`config.mk`:
```
export PLATFORM = sky130hd
export DESIGN_NAME = uart_isr_core
export DESIGN_NICKNAME = d
export VERILOG_FILES = /design/src/rtl/uart_isr_pkg.sv /design/src/rtl/uart_isr_rx_level.sv /design/src/rtl/uart_isr_lsr.sv /design/src/rtl/uart_isr_tx_fsm.sv /design/src/rtl/uart_isr_prio.sv /design/src/rtl/uart_isr_core.sv
export SDC_FILE = /design/constraint.sdc
export NUM_CORES = 1
export LEC_CHECK = 0
export CORE_MARGIN = 5
export CORE_UTILIZATION = 55
export CTS_CLUSTER_DIAMETER = 40
export DETAILED_ROUTE_END_ITERATION = 8
export DONT_BUFFER_PORTS = 1
export PLACE_DENSITY = 0.7
export SKIP_LAST_GASP = 1
export SLEW_MARGIN = 10
export SYNTH_ARGS = -nofsm -noshare
export SYNTH_HDL_FRONTEND = slang
export SYNTH_HIERARCHICAL = 1
export SYNTH_SLANG_ARGS = --single-unit
```
`constraint.sdc`:
```
create_clock -name clk -period 2.3 [get_ports clk]
set_input_delay 0.345 -clock clk [delete_from_list [all_inputs] [get_ports clk]]
set_output_delay 0.345 -clock clk [all_outputs]
set_load 0.01 [all_outputs]
```
`src/rtl/uart_isr_pkg.sv`:
```
package uart_isr_pkg;

    typedef enum logic [1:0] {
        TX_QUIET  = 2'd0,
        TX_LOADED = 2'd1,
        TX_ALERT  = 2'd2
    } tx_state_t;

    typedef enum logic [2:0] {
        IID_NONE = 3'b000,
        IID_TXE  = 3'b001,
        IID_RXD  = 3'b010,
        IID_LINE = 3'b011
    } iid_t;

endpackage

```
`src/rtl/uart_isr_rx_level.sv`:
```
module uart_isr_rx_level #(
    parameter int DEPTH = 16,
    localparam int CW = $clog2(DEPTH + 1)
) (
    input  logic          fifo_en,
    input  logic [1:0]    trig_sel,
    input  logic [CW-1:0] rx_count,
    output logic          rx_hit
);
    localparam logic [CW-1:0] LVL_Q = CW'(DEPTH / 4);
    localparam logic [CW-1:0] LVL_H = CW'(DEPTH / 2);
    localparam logic [CW-1:0] LVL_F = CW'(DEPTH - 2);

    logic [CW-1:0] level;

    always_comb begin
        unique case (trig_sel)
            2'd0: level = CW'(1);
            2'd1: level = LVL_Q;
            2'd2: level = LVL_H;
            2'd3: level = LVL_F;
            default: level = CW'(1);
        endcase
        if (!fifo_en) level = CW'(1);
    end

    assign rx_hit = (rx_count >= level);
endmodule

```
`src/rtl/uart_isr_lsr.sv`:
```
module uart_isr_lsr #(
    parameter int DEPTH = 16,
    localparam int CW = $clog2(DEPTH + 1)
) (
    input  logic          clk,
    input  logic          rst_n,
    input  logic          fifo_en,
    input  logic [CW-1:0] rx_count,
    input  logic [CW-1:0] tx_count,
    input  logic          tsr_busy,
    input  logic          head_par,
    input  logic          head_frm,
    input  logic          head_brk,
    input  logic          ovr_evt,
    input  logic          lsr_rd,
    input  logic          rx_wr,
    input  logic          rx_wr_err,
    input  logic          rx_rd,
    input  logic          rx_rd_err,
    output logic [7:0]    lsr,
    output logic          line_err
);
    logic          ovr_q;
    logic [CW-1:0] err_cnt;
    logic          inc, dec, have_rx;

    assign inc     = rx_wr & rx_wr_err;
    assign dec     = rx_rd & rx_rd_err;
    assign have_rx = (rx_count != '0);

    always_ff @(posedge clk) begin
        if (!rst_n) begin
            ovr_q   <= 1'b0;
            err_cnt <= '0;
        end else begin
            if (ovr_evt)     ovr_q <= 1'b1;
            else if (lsr_rd) ovr_q <= 1'b0;
            unique case ({inc, dec})
                2'b10:   err_cnt <= err_cnt + 1'b1;
                2'b01:   err_cnt <= err_cnt - 1'b1;
                default: err_cnt <= err_cnt;
            endcase
        end
    end

    always_comb begin
        lsr[0] = have_rx;
        lsr[1] = ovr_q;
        lsr[2] = have_rx & head_par;
        lsr[3] = have_rx & head_frm;
        lsr[4] = have_rx & head_brk;
        lsr[5] = (tx_count == '0);
        lsr[6] = (tx_count == '0) & ~tsr_busy;
        lsr[7] = fifo_en & (err_cnt != '0);
    end

    assign line_err = |lsr[4:1];

    AST_ERR_NO_UNDERFLOW: assert property (@(posedge clk) disable iff (!rst_n)
        (dec && !inc) |-> (err_cnt != '0));
    AST_OVR_SET: assert property (@(posedge clk) disable iff (!rst_n)
        ovr_evt |=> lsr[1]);
    AST_TEMT_IMPLIES_THRE: assert property (@(posedge clk) disable iff (!rst_n)
        lsr[6] |-> lsr[5]);
endmodule

```
`src/rtl/uart_isr_tx_fsm.sv`:
```
module uart_isr_tx_fsm
    import uart_isr_pkg::*;
#(
    parameter int DEPTH = 16,
    localparam int CW = $clog2(DEPTH + 1)
) (
    input  logic          clk,
    input  logic          rst_n,
    input  logic [CW-1:0] tx_count,
    input  logic          thr_wr,
    input  logic          isr_rd,
    input  logic          tx_selected,
    output logic          tx_flag
);
    tx_state_t state, state_nx;
    logic      empty;

    assign empty = (tx_count == '0);

    always_ff @(posedge clk) begin
        if (!rst_n) state <= TX_QUIET;
        else        state <= state_nx;
    end

    always_comb begin
        state_nx = state;
        if (thr_wr) begin
            state_nx = TX_LOADED;
        end else begin
            unique case (state)
                TX_QUIET:  if (!empty) state_nx = TX_LOADED;
                TX_LOADED: if (empty)  state_nx = TX_ALERT;
                TX_ALERT: begin
                    if (!empty)                     state_nx = TX_LOADED;
                    else if (isr_rd && tx_selected) state_nx = TX_QUIET;
                end
                default: state_nx = TX_QUIET;
            endcase
        end
    end

    assign tx_flag = (state == TX_ALERT);

    AST_TX_REARM: assert property (@(posedge clk) disable iff (!rst_n)
        (state == TX_ALERT && $past(state) != TX_ALERT) |-> $past(tx_count) == '0);
    AST_TX_WR_CLEARS: assert property (@(posedge clk) disable iff (!rst_n)
        thr_wr |=> (state != TX_ALERT));
endmodule

```
`src/rtl/uart_isr_prio.sv`:
```
module uart_isr_prio
    import uart_isr_pkg::*;
(
    input  logic       clk,
    input  logic       rst_n,
    input  logic [2:0] int_en,
    input  logic       line_err,
    input  logic       rx_hit,
    input  logic       tx_flag,
    output logic [2:0] iid,
    output logic       irq
);
    logic line_pend, rx_pend, tx_pend;

    assign line_pend = int_en[2] & line_err;
    assign rx_pend   = int_en[0] & rx_hit;
    assign tx_pend   = int_en[1] & tx_flag;

    always_comb begin
        if (line_pend)    iid = IID_LINE;
        else if (rx_pend) iid = IID_RXD;
        else if (tx_pend) iid = IID_TXE;
        else              iid = IID_NONE;
    end

    assign irq = (iid != IID_NONE);

    AST_LINE_FIRST: assert property (@(posedge clk) disable iff (!rst_n)
        (int_en[2] && line_err) |-> (iid == IID_LINE));
endmodule

```
`src/rtl/uart_isr_core.sv`:
```
module uart_isr_core
    import uart_isr_pkg::*;
#(
    parameter int DEPTH = 16,
    localparam int CW = $clog2(DEPTH + 1)
) (
    input  logic          clk,
    input  logic          rst_n,
    input  logic          fifo_en,
    input  logic [2:0]    int_en,
    input  logic [1:0]    trig_sel,
    input  logic [CW-1:0] rx_count,
    input  logic [CW-1:0] tx_count,
    input  logic          tsr_busy,
    input  logic          head_par,
    input  logic          head_frm,
    input  logic          head_brk,
    input  logic          ovr_evt,
    input  logic          rx_wr,
    input  logic          rx_wr_err,
    input  logic          rx_rd,
    input  logic          rx_rd_err,
    input  logic          isr_rd,
    input  logic          lsr_rd,
    input  logic          thr_wr,
    output logic          irq,
    output logic [2:0]    iid,
    output logic [7:0]    lsr
);
    logic rx_hit, line_err, tx_flag, tx_selected;

    assign tx_selected = (iid == IID_TXE);

    uart_isr_rx_level #(.DEPTH(DEPTH)) u_rx (
        .fifo_en(fifo_en), .trig_sel(trig_sel), .rx_count(rx_count), .rx_hit(rx_hit)
    );

    uart_isr_lsr #(.DEPTH(DEPTH)) u_lsr (
        .clk(clk), .rst_n(rst_n), .fifo_en(fifo_en), .rx_count(rx_count),
        .tx_count(tx_count), .tsr_busy(tsr_busy), .head_par(head_par),
        .head_frm(head_frm), .head_brk(head_brk), .ovr_evt(ovr_evt),
        .lsr_rd(lsr_rd), .rx_wr(rx_wr), .rx_wr_err(rx_wr_err), .rx_rd(rx_rd),
        .rx_rd_err(rx_rd_err), .lsr(lsr), .line_err(line_err)
    );

    uart_isr_tx_fsm #(.DEPTH(DEPTH)) u_tx (
        .clk(clk), .rst_n(rst_n), .tx_count(tx_count), .thr_wr(thr_wr),
        .isr_rd(isr_rd), .tx_selected(tx_selected), .tx_flag(tx_flag)
    );

    uart_isr_prio u_prio (
        .clk(clk), .rst_n(rst_n), .int_en(int_en), .line_err(line_err),
        .rx_hit(rx_hit), .tx_flag(tx_flag), .iid(iid), .irq(irq)
    );

    AST_POLLED_QUIET: assert property (@(posedge clk) disable iff (!rst_n)
        (int_en == 3'b000) |-> !irq);
endmodule

```
Word-level counts from Yosys, hierarchy flattened --
Index checks and enable logic that the tools add are counted.
Operators by class: add/subtract/negate cells 2, order comparisons 1, eq/ne operators 14, multiplexer cells 14, bitwise operators 12, reductions and logical operators 13
Operator list (count):
- $pmux W5 S4 | 1
- $and A1 B1 Y1 | 10
- $pmux W5 S2 | 1
- $reduce_bool A5 Y1 | 2
- $eq A2 B2 Y1 const B | 4
- $mux W2 | 4
- $eq A2 B1 Y1 const B | 3
- $mux W3 | 2
- $ne A3 B3 Y1 const B | 2
- $pmux W2 S3 | 1
- $reduce_and A3 Y1 | 2
- $add A5 B1 Y5 const B | 1
- $ge A5 B5 Y1 | 1
- $logic_not A5 Y1 | 1
- $mux W5 | 1
- $sub A5 B1 Y5 const B | 1
- $logic_not A2 Y1 | 2
- $mux W1 | 4
- $ne A4 B4 Y1 const B | 1
- $reduce_bool A2 Y1 | 2
- $reduce_or A4 Y1 | 1
- $eq A3 B1 Y1 const B | 1
- $ne A3 B2 Y1 const B | 1
- $reduce_bool A3 Y1 | 1
- 5 further kinds | 6
Word-level totals: register bits 8, output and inout bits 12, logic and storage cells 60

Logic depth before layout (Yosys ltp) --
depth after elaboration 13, gate-level depth with buffers 11, gate-level depth less buffers 11

Modules after synthesis --
The synthesis kept the hierarchy.
By module, submodules not included:
- uart_isr_lsr | instances 1, cells an instance 68, area an instance 549.3 um^2, sequential area each 120.1 um^2
- uart_isr_tx_fsm | instances 1, cells an instance 12, area an instance 118.9 um^2, sequential area each 40.0 um^2
- uart_isr_rx_level | instances 1, cells an instance 15, area an instance 115.1 um^2, sequential area each 0.0 um^2
- uart_isr_prio | instances 1, cells an instance 8, area an instance 47.5 um^2, sequential area each 0.0 um^2
- uart_isr_core | instances 1, cells an instance 1, area an instance 12.5 um^2, sequential area each 0.0 um^2

Worst setup path before layout --
No wires, ideal clock.
kind input to register, start in trig_sel[1], end reg u_tx.state[1], arrival 2.022 ns, required time 2.180 ns, path slack 0.157 ns, cell stages on the path 11, cells stage by stage o21ai_0 > ha_1 > nand2b_1 > a2111oi_2 > nor3_1 > nand2_1 > a32o_2 > nor3b_2 > a21oi_1 > mux2i_1 > nor3b_2
Between the ends: cells in the longest elaborated chain, start to end 11
RTL lines:
- from (decl) | line uart_isr_core.sv:11 | input logic [1:0] trig_sel,
- $eq A2 B2 Y1 (tied with other cells) | line uart_isr_rx_level.sv:17 | unique case (trig_sel)
- $pmux W5 S4 (*) | line uart_isr_rx_level.sv:17
- $mux W5 (*) | line uart_isr_rx_level.sv:24 | if (!fifo_en) level = CW'(1);
- $ge A5 B5 Y1 (*) | line uart_isr_rx_level.sv:27 | assign rx_hit = (rx_count >= level);
- net rx_hit | line uart_isr_core.sv:30 | logic rx_hit, line_err, tx_flag, tx_selected;
- $and A1 B1 Y1 (*) | line uart_isr_prio.sv:16 | assign rx_pend = int_en[0] & rx_hit;
- $mux W3 (*) | line uart_isr_prio.sv:21 | else if (rx_pend) iid = IID_RXD;
- $mux W3 (*) | line uart_isr_prio.sv:20 | if (line_pend) iid = IID_LINE;
- net iid[0] | line uart_isr_core.sv:27 | output logic [2:0] iid,
- $eq A3 B1 Y1 (*) | line uart_isr_core.sv:32 | assign tx_selected = (iid == IID_TXE);
- net tx_selected | line uart_isr_core.sv:30
- $logic_and A1 B1 Y1 (*) | line uart_isr_tx_fsm.sv:35 | else if (isr_rd && tx_selected) state_nx = TX_QUIET;
- $ne A3 B3 Y1 (no line) (*)
- $reduce_and A3 Y1 (no line) (*)
- to (signal assigned) | line uart_isr_tx_fsm.sv:22 | else state <= state_nx;
- to (decl) | line uart_isr_tx_fsm.sv:15 | tx_state_t state, state_nx;
Mark *: on every way through the listed nets, which the timed path passes. The rest lies on a longest branch. The select of a mux whose other input is x is not followed. A chain may end at the register's enable or synchronous reset.

Final worst setup path --
start in trig_sel[1], end out irq
Between the ends: cells in the longest elaborated chain, start to end 8
RTL lines:
- $eq A2 B2 Y1 (tied with other cells) | line uart_isr_rx_level.sv:17
- $pmux W5 S4 (*) | line uart_isr_rx_level.sv:17
- $mux W5 (*) | line uart_isr_rx_level.sv:24
- $ge A5 B5 Y1 (*) | line uart_isr_rx_level.sv:27
- net rx_hit | line uart_isr_core.sv:30
- $and A1 B1 Y1 (*) | line uart_isr_prio.sv:16
- $mux W3 (*) | line uart_isr_prio.sv:21
- $mux W3 (*) | line uart_isr_prio.sv:20
- $reduce_bool A3 Y1 (*) | line uart_isr_prio.sv:26 | assign irq = (iid != IID_NONE);
- to (decl) | line uart_isr_core.sv:26 | output logic irq,
Marks and branches as above.

==> qor.yml <==
outcome:
  status: "complete, no violations"
clock_tree:
  clock-sinks: 8
  clock_latency_ns: 0.25
  cts_tree: "done"
  cts-buffers-inserted: 3
  cts_root_buffer: "clkbuf_4"
  cts.path.max_buffers: 2
  cts_max_level: 1
  clk_pin_slew_ns: 0.05
  hold_buffers: 0
die:
  rows: 14
  coreArea_um2: 1470
  io_pins: 42
  fp.dieH_um: 49.2
  die_w_um: 49.2
  die_area_um2: 2420
  start_util_pct: 57.3
global_route:
  grt_pass1_vias: 741
  grt_start_max_net_pins: 12
  grt.overflow.total: 0
  grt_usage_pct: 14.5
  grt_pass1_wl_mm: 2.89
  antenna_found_initial: 0
power:
  pwr-share-comb_pct: 31.6
  irDropWorstVdd_mv: 0.290
  p_sw_uw: 125
  finalPower_uw: 396
  seqPwrFrac_pct: 42.4
  power_density_nw_per_um2: 452
  p_clk_share_pct: 26.1
  swShare_pct: 31.5
  total_leakage_power_nw: 0.348
  internal_power_uw: 271
setup_path:
  critPathSlowestCell: "a2111oi_4"
  path_class: "primary input to primary output"
  crit_arrival_ns: 1.75
  crit_path_cell_trace: "o21ai_0 > ha_1 > nand2b_1 > a2111oi_4 > nor3_2 > a222oi_1 > inv_1"
  crit_required_ns: 1.96
  end_kind: "primary output"
  crit_fanout: 3
  crit_path_max_incr_delay_ns: 0.31
  start_kind: "primary input"
sta:
  finalSetupViolations: 0
  rsz0062_at_grt: "false"
  skew_ns: 0.00301
  period_share_pct: 91.2
  timing.hold.ws_ns: 0.219
  tns_ns: 0
  hold_viol: 0
  finalMaxSlewViolations: 0
  worst_slack_ns: 0.201
  fmax_mhz: 477
  final.min_clock_period_ns: 2.10
flow_run:
  maxCapViolCount: 0
yosys:
  synth_top_cell_area_share_pct: 19.0
  yosysSeqAreaShare_pct: 19.0
  synth_edf_count: 0
  syn_inst: 104
  synth_top_area_cell: "dfxtp_1"
  synthFlopType: "dfxtp_1"
  yosys-top-cells-area: "dfxtp_1, ha_1, mux2i_1"
  postSynthRegisterBits: 8
  synth_area_um2: 843
  synth_area_per_cell_um2: 8.11
  synth_nets: 142
  ys_types: 43
  ys.warnings.count: 6
  async_reset_ff_share_pct: 0
final_layout:
  final_cell_count_no_fill: 119
  antenna_cells: 0
  design_area_um2: 876
  multiInputGateArea_um2: 639
  fill_cells: 139
  layout.nets: 143
  seqCellArea_um2: 160
  drive_above_1_share_pct: 13.6
  areaGrowthSynthToFinish_pct: 3.86
  final_util_pct: 59.5
detailed_routing:
  vias: 749
  firstDrtPassIters: 4
  drc: 0
  viasPerCell: 6.29
  antenna_left: 0
  wirelength_mm: 1.73
  wire_per_inst_um: 14.5
  drt-initial-drc-count: 18
placed_design:
  place_area_um2: 836
  dp_cells: 116
  gp_congestion: 0.757
  portBuffers: 0
  post-place-ws_ns: 0.0791
  hpwl_mm: 1.41
hold_path:
  min_path_type: "primary input to flip-flop"
## timing repair
item,CTS,global route
resized for setup,0,2
buffers inserted,0,0
endpoints found under the setup margin,0,2
hold endpoints to repair,0,0
## flip-flops by register name, summed over array words and instances, names as in the netlist
register and cells:
u_lsr/err_cnt 5, u_tx/state 2, u_lsr/ovr_q 1
## worst paths after layout
path / startpoint / to / slack (ns) / cells after the start
setup / recovery: trig_sel[1] / irq / 0.20 / 7
hold reg to reg: u_lsr/err_cnt[4]$_SDFFE_PN0P_ / u_lsr/err_cnt[4]$_SDFFE_PN0P_ / 0.48 / 2
setup reg to reg: u_lsr/err_cnt[1]$_SDFFE_PN0P_ / u_lsr/err_cnt[4]$_SDFFE_PN0P_ / 0.66 / 6
hold / removal: rst_n / u_lsr/err_cnt[0]$_SDFFE_PN0P_ / 0.22 / 1
## layout by cell type, fill, tap and decap left out, drive strengths merged, types with 4 or more instances in the layout
master  instances
nor3            4
nor2b           6
inv             5
mux2i           4
o21ai           4
nand2          11
nor2            5
nand2b          4
ha              8
dfxtp           8
a21oi           5
## critical path, delay by kind of cell
kind | cells | cell delay, ns
buf+inv | 1 | 0.13
fa+ha+maj | 1 | 0.25
simple gates | 2 | 0.26
compound gates | 3 | 0.77
## power groups by stage
stage | registers, mW | clock network (mW) | logic (mW)
5_1_grt | 0.170 | 0.124 | 0.142
3_5_place_dp | 0.170 | 0 | 0.120
2_1_floorplan | 0.162 | 0 | 0.115
4_1_cts | 0.168 | 0.109 | 0.121
3_3_place_gp | 0.170 | 0 | 0.116
6_report | 0.168 | 0.103 | 0.125
## final cells by class
type / instances / area share (%)
Multi-Input combinational cell: 85 / 73.0
Clock buffer: 3 / 2.57
Tap cell: 16 / 2.29
Inverter: 5 / 2.14
Timing Repair Buffer: 2 / 1.71
Sequential cell: 8 / 18.3
## cell families (layout without fill, tap and decap cells)
group                      Yosys count  in the layout  share of synthesized area (%)
and+or+nand+nor                     47             47                           34.1
AOI/OAI and AO/OA                   22             22                           19.4
buffers and inverters               11             10                           7.27
adders and majority gates            8              8                           11.9
DFF                                  8              8                           19.0
muxes                                4              4                           4.75
xor gates and xnor gates             3              3                           3.12
other                                1              1                          0.445
## routing by layer
metal	global-route usage, %	up-vias	part of all wire, %
met1	15.8	342	39
met5	0	-	0
met3	7.65	0	12
met4	2.69	0	0
met2	24.9	39	49
li1	-	368	-
## synth_stat cells, types with 2 or more instances
master,instances
buf_4,3
ha_1,8
or4_1,3
inv_1,5
nor2_1,4
mux2i_1,4
o21a_1,3
a21oi_1,4
and2_1,2
xnor2_1,2
nor3_1,4
dfxtp_1,8
nand3_1,3
nand2b_1,4
nor3b_2,2
o21ai_0,4
nor2b_1,6
nand2_1,10
Note: power is estimated with default switching activity, not from simulation.
